[src/rtl/wpu_pkg.sv]
package wpu_pkg;

   typedef enum logic [1:0] {
      TR_IDLE   = 2'b00,
      TR_BUSY   = 2'b01,
      TR_NONSEQ = 2'b10,
      TR_SEQ    = 2'b11
   } htrans_e;

   // A transfer is sampled only when it is active and the bus is ready.
   function automatic logic phase_valid(input logic [1:0] tr, input logic rdy);
      return rdy && (tr == TR_NONSEQ || tr == TR_SEQ);
   endfunction

endpackage

[src/rtl/wpu_regs.sv]
module wpu_regs #(
   parameter int unsigned         DATA_W = 32,
   parameter int unsigned         REG_AW = 12,
   parameter logic [REG_AW-1:0]   WP_OFS = 12'h184,
   parameter logic [REG_AW-1:0]   WM_OFS = 12'h188
) (
   input  logic              clk,
   input  logic              trst_n,
   input  logic [REG_AW-1:0] reg_addr,
   input  logic              reg_wr,
   input  logic              reg_dbg_acc,
   input  logic [DATA_W-1:0] reg_wdata,
   output logic [DATA_W-1:0] reg_rdata,
   output logic [DATA_W-1:0] wp_q,
   output logic [DATA_W-1:0] wm_q
);

   if (WP_OFS == WM_OFS) begin : g_ofs_clash
      $error("wpu_regs: watch and mask offsets must differ");
   end

   logic wr_ok;
   logic wp_sel, wm_sel;

   assign wr_ok  = reg_wr && reg_dbg_acc;
   assign wp_sel = (reg_addr == WP_OFS);
   assign wm_sel = (reg_addr == WM_OFS);

   always_ff @(posedge clk or negedge trst_n) begin
      if (!trst_n) begin
         wp_q <= '0;
      end else if (wr_ok && wp_sel) begin
         wp_q <= reg_wdata;
      end
   end

   always_ff @(posedge clk or negedge trst_n) begin
      if (!trst_n) begin
         wm_q <= '0;
      end else if (wr_ok && wm_sel) begin
         wm_q <= reg_wdata;
      end
   end

   always_comb begin
      reg_rdata = '0;
      if (wp_sel) reg_rdata = wp_q;
      if (wm_sel) reg_rdata = wm_q;
   end

   // a write without the debugger qualifier changes neither register
   a_r4_nondebug_write_ignored: assert property (@(posedge clk) disable iff (!trst_n)
      !reg_dbg_acc |=> ($stable(wp_q) && $stable(wm_q)));

   // a qualified write to the watch offset is visible after the edge
   a_r3_wp_write_lands: assert property (@(posedge clk) disable iff (!trst_n)
      (reg_wr && reg_dbg_acc && reg_addr == WP_OFS) |=> (wp_q == $past(reg_wdata)));

endmodule

[src/rtl/wpu_match.sv]
module wpu_match
   import wpu_pkg::*;
#(
   parameter int unsigned ADDR_W  = 32,
   parameter int unsigned CHUNK_W = 8
) (
   input  logic [ADDR_W-1:0] haddr,
   input  logic [1:0]        htrans,
   input  logic              hready,
   input  logic [ADDR_W-1:0] wp,
   input  logic [ADDR_W-1:0] wm,
   output logic              hit_now
);

   localparam int unsigned N_CHUNK = (ADDR_W + CHUNK_W - 1) / CHUNK_W;

   if (CHUNK_W == 0) begin : g_bad_chunk
      $error("wpu_match: CHUNK_W must be nonzero");
   end

   logic [ADDR_W-1:0] diff;
   logic              any_miss;

   // Bits that differ and are not masked out.
   assign diff = (haddr ^ wp) & ~wm;

   if (CHUNK_W >= ADDR_W) begin : g_flat
      assign any_miss = |diff;
   end else begin : g_chunked
      logic [N_CHUNK-1:0] miss;
      for (genvar i = 0; i < N_CHUNK; i++) begin : g_chunk
         localparam int unsigned LO = i * CHUNK_W;
         localparam int unsigned HI = ((i + 1) * CHUNK_W > ADDR_W) ?
                                      ADDR_W - 1 : (i + 1) * CHUNK_W - 1;
         assign miss[i] = |diff[HI:LO];
      end
      assign any_miss = |miss;
   end

   assign hit_now = phase_valid(htrans, hready) && !any_miss;

endmodule

[src/rtl/wpu_hold.sv]
module wpu_hold (
   input  logic clk,
   input  logic trst_n,
   input  logic dbg_en,
   input  logic hit_now,
   output logic dbg_req,
   output logic port_freeze
);

   always_ff @(posedge clk or negedge trst_n) begin
      if (!trst_n) begin
         dbg_req <= 1'b0;
      end else if (!dbg_en) begin
         dbg_req <= 1'b0;
      end else if (hit_now) begin
         dbg_req <= 1'b1;
      end
   end

   always_ff @(posedge clk or negedge trst_n) begin
      if (!trst_n) begin
         port_freeze <= 1'b0;
      end else if (!dbg_en) begin
         port_freeze <= 1'b0;
      end else if (hit_now) begin
         port_freeze <= 1'b1;
      end
   end

   // a held request survives while debug stays enabled
   a_r9_sticky: assert property (@(posedge clk) disable iff (!trst_n)
      (dbg_req && dbg_en) |=> dbg_req);

   // disabling debug clears the request at the next edge
   a_r9_clear_on_disable: assert property (@(posedge clk) disable iff (!trst_n)
      !dbg_en |=> (!dbg_req && !port_freeze));

   // both outputs move together
   a_r7_outputs_agree: assert property (@(posedge clk) disable iff (!trst_n)
      dbg_req == port_freeze);

endmodule

[src/rtl/wpu_top.sv]
module wpu_top
   import wpu_pkg::*;
#(
   parameter int unsigned        ADDR_W  = 32,
   parameter int unsigned        CHUNK_W = 8,
   parameter int unsigned        REG_AW  = 12,
   parameter logic [REG_AW-1:0]  WP_OFS  = 12'h184,
   parameter logic [REG_AW-1:0]  WM_OFS  = 12'h188
) (
   input  logic              clk,
   input  logic              trst_n,
   input  logic              dbg_en,
   input  logic [REG_AW-1:0] reg_addr,
   input  logic              reg_wr,
   input  logic              reg_dbg_acc,
   input  logic [ADDR_W-1:0] reg_wdata,
   output logic [ADDR_W-1:0] reg_rdata,
   input  logic [1:0]        htrans,
   input  logic              hready,
   input  logic [ADDR_W-1:0] haddr,
   output logic              dbg_req,
   output logic              port_freeze
);

   if (ADDR_W < 1 || ADDR_W > 64) begin : g_bad_width
      $error("wpu_top: ADDR_W must be 1..64");
   end

   logic [ADDR_W-1:0] wp_q, wm_q;
   logic              hit_now;

   wpu_regs #(
      .DATA_W (ADDR_W),
      .REG_AW (REG_AW),
      .WP_OFS (WP_OFS),
      .WM_OFS (WM_OFS)
   ) u_regs (
      .clk         (clk),
      .trst_n      (trst_n),
      .reg_addr    (reg_addr),
      .reg_wr      (reg_wr),
      .reg_dbg_acc (reg_dbg_acc),
      .reg_wdata   (reg_wdata),
      .reg_rdata   (reg_rdata),
      .wp_q        (wp_q),
      .wm_q        (wm_q)
   );

   wpu_match #(
      .ADDR_W  (ADDR_W),
      .CHUNK_W (CHUNK_W)
   ) u_match (
      .haddr   (haddr),
      .htrans  (htrans),
      .hready  (hready),
      .wp      (wp_q),
      .wm      (wm_q),
      .hit_now (hit_now)
   );

   wpu_hold u_hold (
      .clk         (clk),
      .trst_n      (trst_n),
      .dbg_en      (dbg_en),
      .hit_now     (hit_now),
      .dbg_req     (dbg_req),
      .port_freeze (port_freeze)
   );

   // a new request only follows a valid, ready transfer
   a_r6_valid_phase_only: assert property (@(posedge clk) disable iff (!trst_n)
      $rose(dbg_req) |-> ($past(hready) && $past(htrans[1])));

   // a new request only follows an address that met the masked compare
   a_r5_masked_match: assert property (@(posedge clk) disable iff (!trst_n)
      $rose(dbg_req) |-> ($past((haddr ^ wp_q) & ~wm_q) == '0));

   // a new request only follows a cycle with debug enabled
   a_r8_needs_enable: assert property (@(posedge clk) disable iff (!trst_n)
      $rose(dbg_req) |-> $past(dbg_en));

endmodule

[config.mk]
export PLATFORM = sky130hd
export DESIGN_NAME = wpu_top
export DESIGN_NICKNAME = d
export VERILOG_FILES = /design/src/rtl/wpu_pkg.sv /design/src/rtl/wpu_regs.sv /design/src/rtl/wpu_match.sv /design/src/rtl/wpu_hold.sv /design/src/rtl/wpu_top.sv
export SDC_FILE = /design/constraint.sdc
export NUM_CORES = 1
export LEC_CHECK = 0
export ABC_AREA = 0
export BUFFER_PORTS_ARGS = -buffer_cell sky130_fd_sc_hd__buf_4
export CAP_MARGIN = 25
export CELL_PAD_IN_SITES_DETAIL_PLACEMENT = 0
export CELL_PAD_IN_SITES_GLOBAL_PLACEMENT = 1
export CORE_UTILIZATION = 30
export DETAILED_ROUTE_END_ITERATION = 10
export PLACE_DENSITY = 0.69
export SKIP_LAST_GASP = 1
export SLEW_MARGIN = 20
export SYNTH_ARGS = -nofsm -noshare
export SYNTH_HDL_FRONTEND = slang
export SYNTH_SLANG_ARGS = --single-unit
[constraint.sdc]
create_clock -name clk -period 3.3 [get_ports clk]
set_input_delay 0.66 -clock clk [delete_from_list [all_inputs] [get_ports clk]]
set_output_delay 0.66 -clock clk [all_outputs]
set_load 0.01 [all_outputs]
# After elaboration in Yosys (flattened, before gate mapping)
# Cells that the tools add are included.
# W data, S select, Z words.
dict set report word_totals {
  wordCells 23
  output_inout_bits 34
  ff_bits 65
}
dict set report op_classes {
  n_eq_ne 5
  bitwise 3
  mux 4
  n_reduce_logical 8
}
# op n
set ops {}
lappend ops {{$mux W32} 2}
lappend ops {{$and A32 B32 Y32} 1}
lappend ops {{$not A32 Y32} 1}
lappend ops {{$reduce_or A32 Y1} 1}
lappend ops {{$xor A32 B32 Y32} 1}
lappend ops {{$eq A12 B9 Y1 const B} 2}
lappend ops {{$logic_and A1 B1 Y1} 5}
lappend ops {{$eq A2 B2 Y1 const B} 2}
lappend ops {{$mux W1} 2}
lappend ops {{$ne A2 B1 Y1 const B} 1}
lappend ops {{$logic_not A1 Y1} 1}
lappend ops {{$logic_or A1 B1 Y1} 1}

# Depth between registers and ports, before layout
# Gate-level depths: netlist of run 1.
dict set report depth {
  word_depth 7
  ltp_mapped 7
}

# By module
# A second synthesis of run 1 with hierarchy kept.
dict set report unflattened {
  hier_cells 279
  area_unflattened_um2 3607.2
}
# module seq_area_each_um2 cells_each n_inst area_each_um2
set by_module_without_submodules {}
lappend by_module_without_submodules {wpu_regs 1601.5 218 1 3130.5}
lappend by_module_without_submodules {wpu_match 0.0 58 1 436.7}
lappend by_module_without_submodules {wpu_hold 25.0 3 1 40.0}

# Worst setup path before layout of run 1
# Ideal clock, no wire load.
dict set report synth_timing {
  path_kind {in2out}
  start {input reg_addr[6]}
  end {output reg_rdata[10]}
  path_buffers 2
  path_stages 6
  arrival_time_ps 1912
  required_time_ps 2640
  setup_slack_ps 728
  path_cell_list {nor4b_1 -> nand2_1 -> and4bb_1 -> buf_2 -> clkbuf_1 -> a22o_1}
}
dict set report synth_between {
  elab_chain_cells 3
}
# item line_no
set synth_rtl {}
lappend synth_rtl {{start: declaration} wpu_top.sv:13} ;# input logic [REG_AW-1:0] reg_addr,
lappend synth_rtl {{$eq A12 B9 Y1} wpu_regs.sv:26} ;# assign wp_sel = (reg_addr == WP_OFS);
lappend synth_rtl {{$mux W32} wpu_regs.sv:47} ;# if (wp_sel) reg_rdata = wp_q;
lappend synth_rtl {{$mux W32 *} wpu_regs.sv:48} ;# if (wm_sel) reg_rdata = wm_q;
lappend synth_rtl {{end: declaration} wpu_top.sv:17} ;# output logic [ADDR_W-1:0] reg_rdata,
# Mark *: on every way between the ends. The rest lies on a longest branch, timed or not.

# Worst setup path in the final report of run 1
dict set report layout_timing {
  start {input reg_addr[6]}
  end {output reg_rdata[17]}
}
# The elaborated chain is that of the path after synthesis.

==> results of run 1 <==
cells in the final DEF, fill, tap and decap left out, drive strengths merged:
cell type,Yosys,routed
clkinv,0,1
o21ai,2,2
o22a,1,1
o2111ai,1,1
nand2,2,2
nor4,3,3
nand3,2,2
mux2,64,64
nand4,1,1
dfrtp,65,65
clkinvlp,0,1
xnor2,32,32
o22ai,14,14
nor2,1,1
buf,9,119
and4bb,2,2
nor4b,2,2
nor3,1,1
clkbuf,6,13
a22o,32,32
metal layers:
metal | track usage (%) | up-vias
met5 | 0 | -
met4 | 5.577 | 0
met3 | 4.116 | 12
met2 | 25.14 | 75
met1 | 20.72 | 1222
li1 | - | 1130
critical path: stages:
cell and delay [ns]:
buf_4 0.11, nor4b_1 0.29, nand2_1 0.10, and4bb_2 0.33, buf_12 0.22, a22o_1 0.19
buf_4 0.12
state kept, by name, summed over array words and instances, names as in the netlist:
signal / flops
u_regs.wm_q: 32
u_regs.wp_q: 32
u_hold.port_freeze: 1
where the power goes:
| group | internal (uW) | switching (uW) | total [uW] |
|---|---|---|---|
| registers | 798 | 1.61 | 800 |
| logic | 83.4 | 52.1 | 136 |
| clock network | 330 | 301 | 631 |
| total | 1210 | 355 | 1570 |
logic make-up (layout without fill, tap and decap cells):
| family | Yosys count | in the layout | share of synthesized area, % |
|---|---|---|---|
| AOI/OAI and AO/OA | 50 | 50 | 11.75 |
| and+or+nand+nor | 14 | 14 | 3.533 |
| buffers and inverters | 15 | 134 | 3.272 |
| DFF | 65 | 65 | 48.35 |
| xor gates and xnor gates | 32 | 32 | 8.330 |
| muxes | 64 | 64 | 24.77 |
final cells by class:
class                           count  area (um^2)
Multi-Input combinational cell    160         1628
Clock buffer                       13        168.9
Timing Repair Buffer              119        930.9
Tap cell                          140        175.2
Sequential cell                    65         1627
Fill cell                        1078         6346
Clock inverter                      2        12.51
how the worst min path moves through the flow:
stage / to / from / cells past startpoint / slack (ns)
4_1_cts: u_regs.wm_q[14] / trst_n / 1 / 0.45
2_1_floorplan: u_hold.port_freeze / trst_n / 0 / 0.36
3_5_place_dp: u_regs.wm_q[20] / u_regs.wm_q[20] / 1 / 0.53
3_3_place_gp: u_regs.wm_q[19] / u_regs.wm_q[19] / 1 / 0.53
6_report: u_regs.wm_q[14] / trst_n / 1 / 0.43
5_1_grt: u_regs.wm_q[14] / trst_n / 1 / 0.47
per-stage QoR:
stage               total power (uW)  cells  cell area, um^2  hold WS, ns
detailed placement             954.4    484             4360       0.5251
global route                    1641    499             4542       0.4729
floorplan                      844.9    240             3364       0.3644
global placement               952.2    484             4360       0.5253
CTS                             1594    499             4542       0.4540
finish                          1566    499             4542       0.4275
==> impl_metrics.py, run 1 <==
metrics = {
    "synthesis": {
        "synthTopCellsByCount": "65 x dfrtp_1, 34 x mux2_2, 32 x a22o_1, 32 x xnor2_1, 30 x mux2_4",
        "avgSynthCellArea_um2": 14.02,
        "netlist_area_um2": 3364,
        "ys.flop_type": "dfrtp_1",
        "ys_types": 22,
        "synthesis.nets": 324,
        "synth-seq-cells": 65,
        "synth_cells": 240,
        "async_reset_ff_share_pct": 100.0,
        "synth_edf_count": 0,
        "synth.most_common_cell": "dfrtp_1",
        "synth-seq-area-share_pct": 48.35,
        "synth_top_area_cell": "dfrtp_1",
        "synthTopCellsByArea": "dfrtp_1 48%, mux2_4 13%, mux2_2 11%, a22o_1 8.3%, xnor2_1 8.3%",
        "yosysWarnings": 0,
        "synth_top_area_share_pct": 48.35,
    },
    "worst_setup_path": {
        "worst_r2r_path_depth": 5,
        "arrival_ns": 2.03,
        "cp.required_ns": 2.64,
        "cp-end-kind": "output pin",
        "setup.worst_path.start": "reg_addr[6]",
        "critPathCapture": "reg_rdata[17]",
        "r2r_slack_ns": 1.68,
        "path_max_fanout": 33,
        "rr_startpoint": "u_regs.wp_q[22]",
        "rr_endpoint": "u_hold.port_freeze",
        "cp-start-kind": "primary input",
        "crit_type": "in2out",
    },
    "final_layout": {
        "final_nets": 439,
        "antenna_cells": 0,
        "utilization_pct": 41.71,
        "drive_above_1_share_pct": 55.99,
        "area_growth_pct": 34.99,
    },
    "global_routing": {
        "grt-ovfl-total": 0,
        "grt_antenna_before_repair": 0,
        "grt_max_degree": 66,
        "grt_usage_pct": 15.81,
        "grt_pass1_vias": 2637,
        "grt_pass1_wl_mm": 13.86,
    },
    "detailed_routing": {
        "drt-vias-per-instance": 4.888,
        "drc_errors": 0,
        "drt-met1-wl_mm": 3.811,
        "wl_mm": 8.477,
        "detail_route.wl_per_cell_um": 16.99,
        "routed.top_layer": "met4",
        "ant_nets": 0,
        "drt-initial-drc-count": 97,
        "wl_met3_um": 539,
        "vias": 2439,
        "drt_pre_antenna_iters": 4,
        "wl_met2_mm": 4.009,
    },
    "clock_tree": {
        "cts_buffers": 9,
        "clock_latency_ns": 0.33,
        "post_cts_buffers": 0,
        "htreeDepth": 3,
        "cts-root-buf": "clkbuf_8",
        "cts_buffer_depth": 2,
        "hold_buffers": 0,
        "cts_tree": "built",
        "postCtsResizedCells": 0,
        "cts.reportedPaths.clkPinSlew_ns": 0.07,
        "cts_sinks": 65,
    },
    "pwr": {
        "power_leakage_uw": 0.002284,
        "power_density_nw_per_um2": 344.9,
        "peakVddDrop_mv": 0.1475,
    },
    "timing": {
        "finalSetupTns_ns": 0,
        "hold_viol": 0,
        "finalWorstPathRequiredPeriod_ns": 2.695,
        "fmaxAchievable_ghz": 0.3711,
        "rsz0062_at_grt": "false",
        "worstMarginPinSlew_ns": 0.8479,
        "maxSlewViolCount": 0,
        "setup_violations": 0,
        "finalWorstSetupSlack_ns": 0.6050,
        "finalCritPeriodShare_pct": 81.67,
        "maxSlewHeadroom_pct": 43.48,
        "skew_ns": 0.009748,
    },
    "floorplanning": {
        "die_h_um": 107.9,
        "fp.coreArea_um2": 10890,
        "die_x_um": 107.9,
        "die-area_um2": 11640,
        "io_pins": 118,
        "rows": 38,
        "start_util_pct": 30.90,
    },
    "place": {
        "place.detailed.hpwl_mm": 5.799,
        "post-place-ws_ns": 0.4835,
        "gp_congestion": 0.7079,
        "io_buffers": 116,
    },
    "run_status": {
        "status": "finished clean",
    },
    "worst_hold_path": {
        "hold_path.class": "in2async",
    },
    "flow_run": {
        "drv_cap": 0,
    },
}
No activity file was read; power rests on OpenSTA's default activity.
==> inputs of run 2 (changes only) <==
==> constraint.sdc (replaced) <==
create_clock -name clk -period 2.5 [get_ports clk]
set_input_delay 0.5 -clock clk [delete_from_list [all_inputs] [get_ports clk]]
set_output_delay 0.5 -clock clk [all_outputs]
set_load 0.01 [all_outputs]
==> run 2 against run 1 <==
Against the previous run: cell area up 2.3%; die area unchanged; combinational power up 33%; global-route usage down 0.087 points; via count up 0.86%; hold slack worse by 0.16 ns; critical path depth unchanged; sequential cell count unchanged; count of clock-buffer cells in the layout down 2; register-to-register slack worse by 0.78 ns; first-iteration DRC count up 4.1%; sequential share of layout area down 0.82 points.
==> impl_metrics.py, run 2 (synthesis gave the netlist of run 1 again) <==
metrics = {
    "run_status": {
        "status": "finished clean",
    },
    "final_layout": {
        "drive_above_1_share_pct": 57.26,
        "final_nets": 444,
        "area_growth_pct": 38.16,
        "num-fill-cells": 1050,
        "layout_common_cells": "117 x buf_4, 65 x dfrtp_1, 34 x mux2_2",
        "antenna_cells": 0,
        "final_design_area_no_fill_um2": 4648,
        "layoutNonFillerInstCount": 505,
        "final_common_cell": "buf_4",
        "reg.largest.list": "u_regs.wm_q (32), u_regs.wp_q (32), u_hold.port_freeze (1)",
    },
    "detailed_routing": {
        "wl_mm": 8.871,
        "drt-initial-drc-count": 101,
        "detail_route.wl_per_cell_um": 17.57,
        "ant_nets": 0,
        "drc_errors": 0,
        "drt_pre_antenna_iters": 4,
        "drt-vias-per-instance": 4.871,
        "vias": 2460,
    },
    "worst_setup_path": {
        "slowest_stage": "and4bb_4",
        "cp_common_cell": "buf_4",
        "setup.worst_path.start": "reg_addr[6]",
        "path_max_fanout": 16,
        "max_stage_delay_ns": 0.37,
        "crit_type": "in2out",
        "cp_num_buf_inv": 3,
        "cp-end-kind": "output pin",
        "arrival_ns": 1.89,
        "path_cells": "buf_4 -> nor4b_1 -> nand2_1 -> and4bb_4 -> clkbuf_16 -> a22o_1 -> buf_4",
        "cp-start-kind": "primary input",
        "cp.required_ns": 2.00,
        "rr_startpoint": "u_regs.wp_q[30]",
        "crit_family": "simple AND/OR/NAND/NOR gates",
    },
    "global_routing": {
        "grt_pass1_vias": 2643,
        "grt_pass1_wl_mm": 13.73,
        "grt_max_degree": 66,
        "grt_antenna_before_repair": 0,
        "grt_usage_pct": 15.72,
        "grt-ovfl-total": 0,
    },
    "floorplanning": {
        "die_h_um": 107.9,
        "die_x_um": 107.9,
        "io_pins": 118,
        "fp.coreArea_um2": 10890,
        "start_util_pct": 30.90,
        "rows": 38,
        "die-area_um2": 11640,
    },
    "timing": {
        "finalCritPeriodShare_pct": 95.76,
        "rsz0062_at_grt": "false",
        "skew_ns": 0.005201,
        "setup_violations": 0,
        "finalSetupTns_ns": 0,
        "worstMarginPinSlew_ns": 0.8543,
        "finalWorstPathRequiredPeriod_ns": 2.394,
        "fmaxAchievable_ghz": 0.4177,
        "maxSlewHeadroom_pct": 43.05,
        "hold_viol": 0,
        "maxSlewViolCount": 0,
    },
    "pwr": {
        "combPwrFrac_pct": 8.7,
        "power_leakage_uw": 0.002330,
        "p_sw_share_pct": 24.11,
        "total_power_uw": 2072,
        "p_clk_share_pct": 40.4,
        "power_density_nw_per_um2": 445.8,
        "p_seq_share_pct": 50.9,
        "peakVddDrop_mv": 0.2415,
        "p_int_uw": 1573,
        "power.switching_uw": 499.5,
    },
    "clock_tree": {
        "cts-root-buf": "clkbuf_8",
        "post_cts_buffers": 0,
        "cts_buffers": 9,
        "cts_buffer_depth": 2,
        "cts_tree": "built",
        "htreeDepth": 3,
        "cts_sinks": 65,
        "clock_latency_ns": 0.34,
        "cts.reportedPaths.clkPinSlew_ns": 0.07,
    },
    "place": {
        "gp_congestion": 0.6991,
        "dp.cells": 488,
        "io_buffers": 116,
        "place.detailed.hpwl_mm": 6.092,
        "post_dp_cell_area_um2": 4428,
    },
    "flow_run": {
        "drv_cap": 0,
    },
    "worst_hold_path": {
        "hold_path.class": "in2async",
    },
}
## run 2: cell types whose count changed in the layout (fill, tap and decap cells not counted), moves of 2 or more
cell / before / now
and4bb_2: 2 / 0
clkinv_2: 1 / 3
and4bb_4: 0 / 2
buf_12: 3 / 6
## run 2: worst paths after layout
| kind | depth (start not counted) | to | slack, ns |
|---|---|---|---|
| hold / removal | 1 | u_regs.wm_q[14] | 0.27 |
| min in group clk | 2 | u_regs.wm_q[0] | 0.39 |
| hold reg to reg | 2 | u_hold.port_freeze | 0.54 |
| setup reg to reg | 5 | u_hold.port_freeze | 0.90 |
| max in group asynchronous | 1 | u_regs.wp_q[29] | 1.68 |
| setup / recovery | 7 | reg_rdata[30] | 0.11 |
## run 2: cell type report
cell class | count | area, um^2 | share of cell area [%]
Clock buffer | 11 | 151.4 | 3.257
Sequential cell | 65 | 1627 | 34.99
Clock inverter | 5 | 30.03 | 0.6460
Tap cell | 140 | 175.2 | 3.769
Timing Repair Buffer | 124 | 1023 | 22.02
Multi-Input combinational cell | 160 | 1642 | 35.32
## run 2: power groups by stage
stage	Combinational [uW]	Clock [uW]	Sequential [uW]
floorplan	39.7	0	1080
global placement	181	0	1080
detailed placement	183	0	1080
CTS	184	872	1050
global route	200	903	1060
finish	181	836	1060
## run 2: routing by layer
layer  up-vias  global-route usage (%)  part of all wire [%]
li1       1142                       -                     -
met1      1233                   19.75                    45
met2        73                   25.64                    48
met3        12                   4.358                   5.9
met4         0                   5.969                   1.3
met5         -                       0                     0
## run 2: repair_timing
| item | in CTS | in global routing |
|---|---|---|
| endpoints found under the setup margin | 0 | 21 |
| resized for setup | 0 | 3 |
| hold buffers | 0 | 0 |
## run 2: through the flow
step                      util, %  hold slack [ns]  setup WS [ns]
after floorplan                 -           0.2044         0.2475
after global placement      40.67           0.5238        0.08299
after detailed placement    40.67           0.5250        0.04518
after CTS                   42.34           0.2777        0.07647
after global routing        42.69           0.3261        0.04923
final                       42.69           0.2700         0.1060
## run 2: worst reg2reg max path: stages, from the launching register on
cell     delay, ns
dfrtp_1       0.40
xnor2_1       0.17
o22ai_1       0.11
nor4_1        0.50
nand4_1       0.17
o21ai_0       0.16
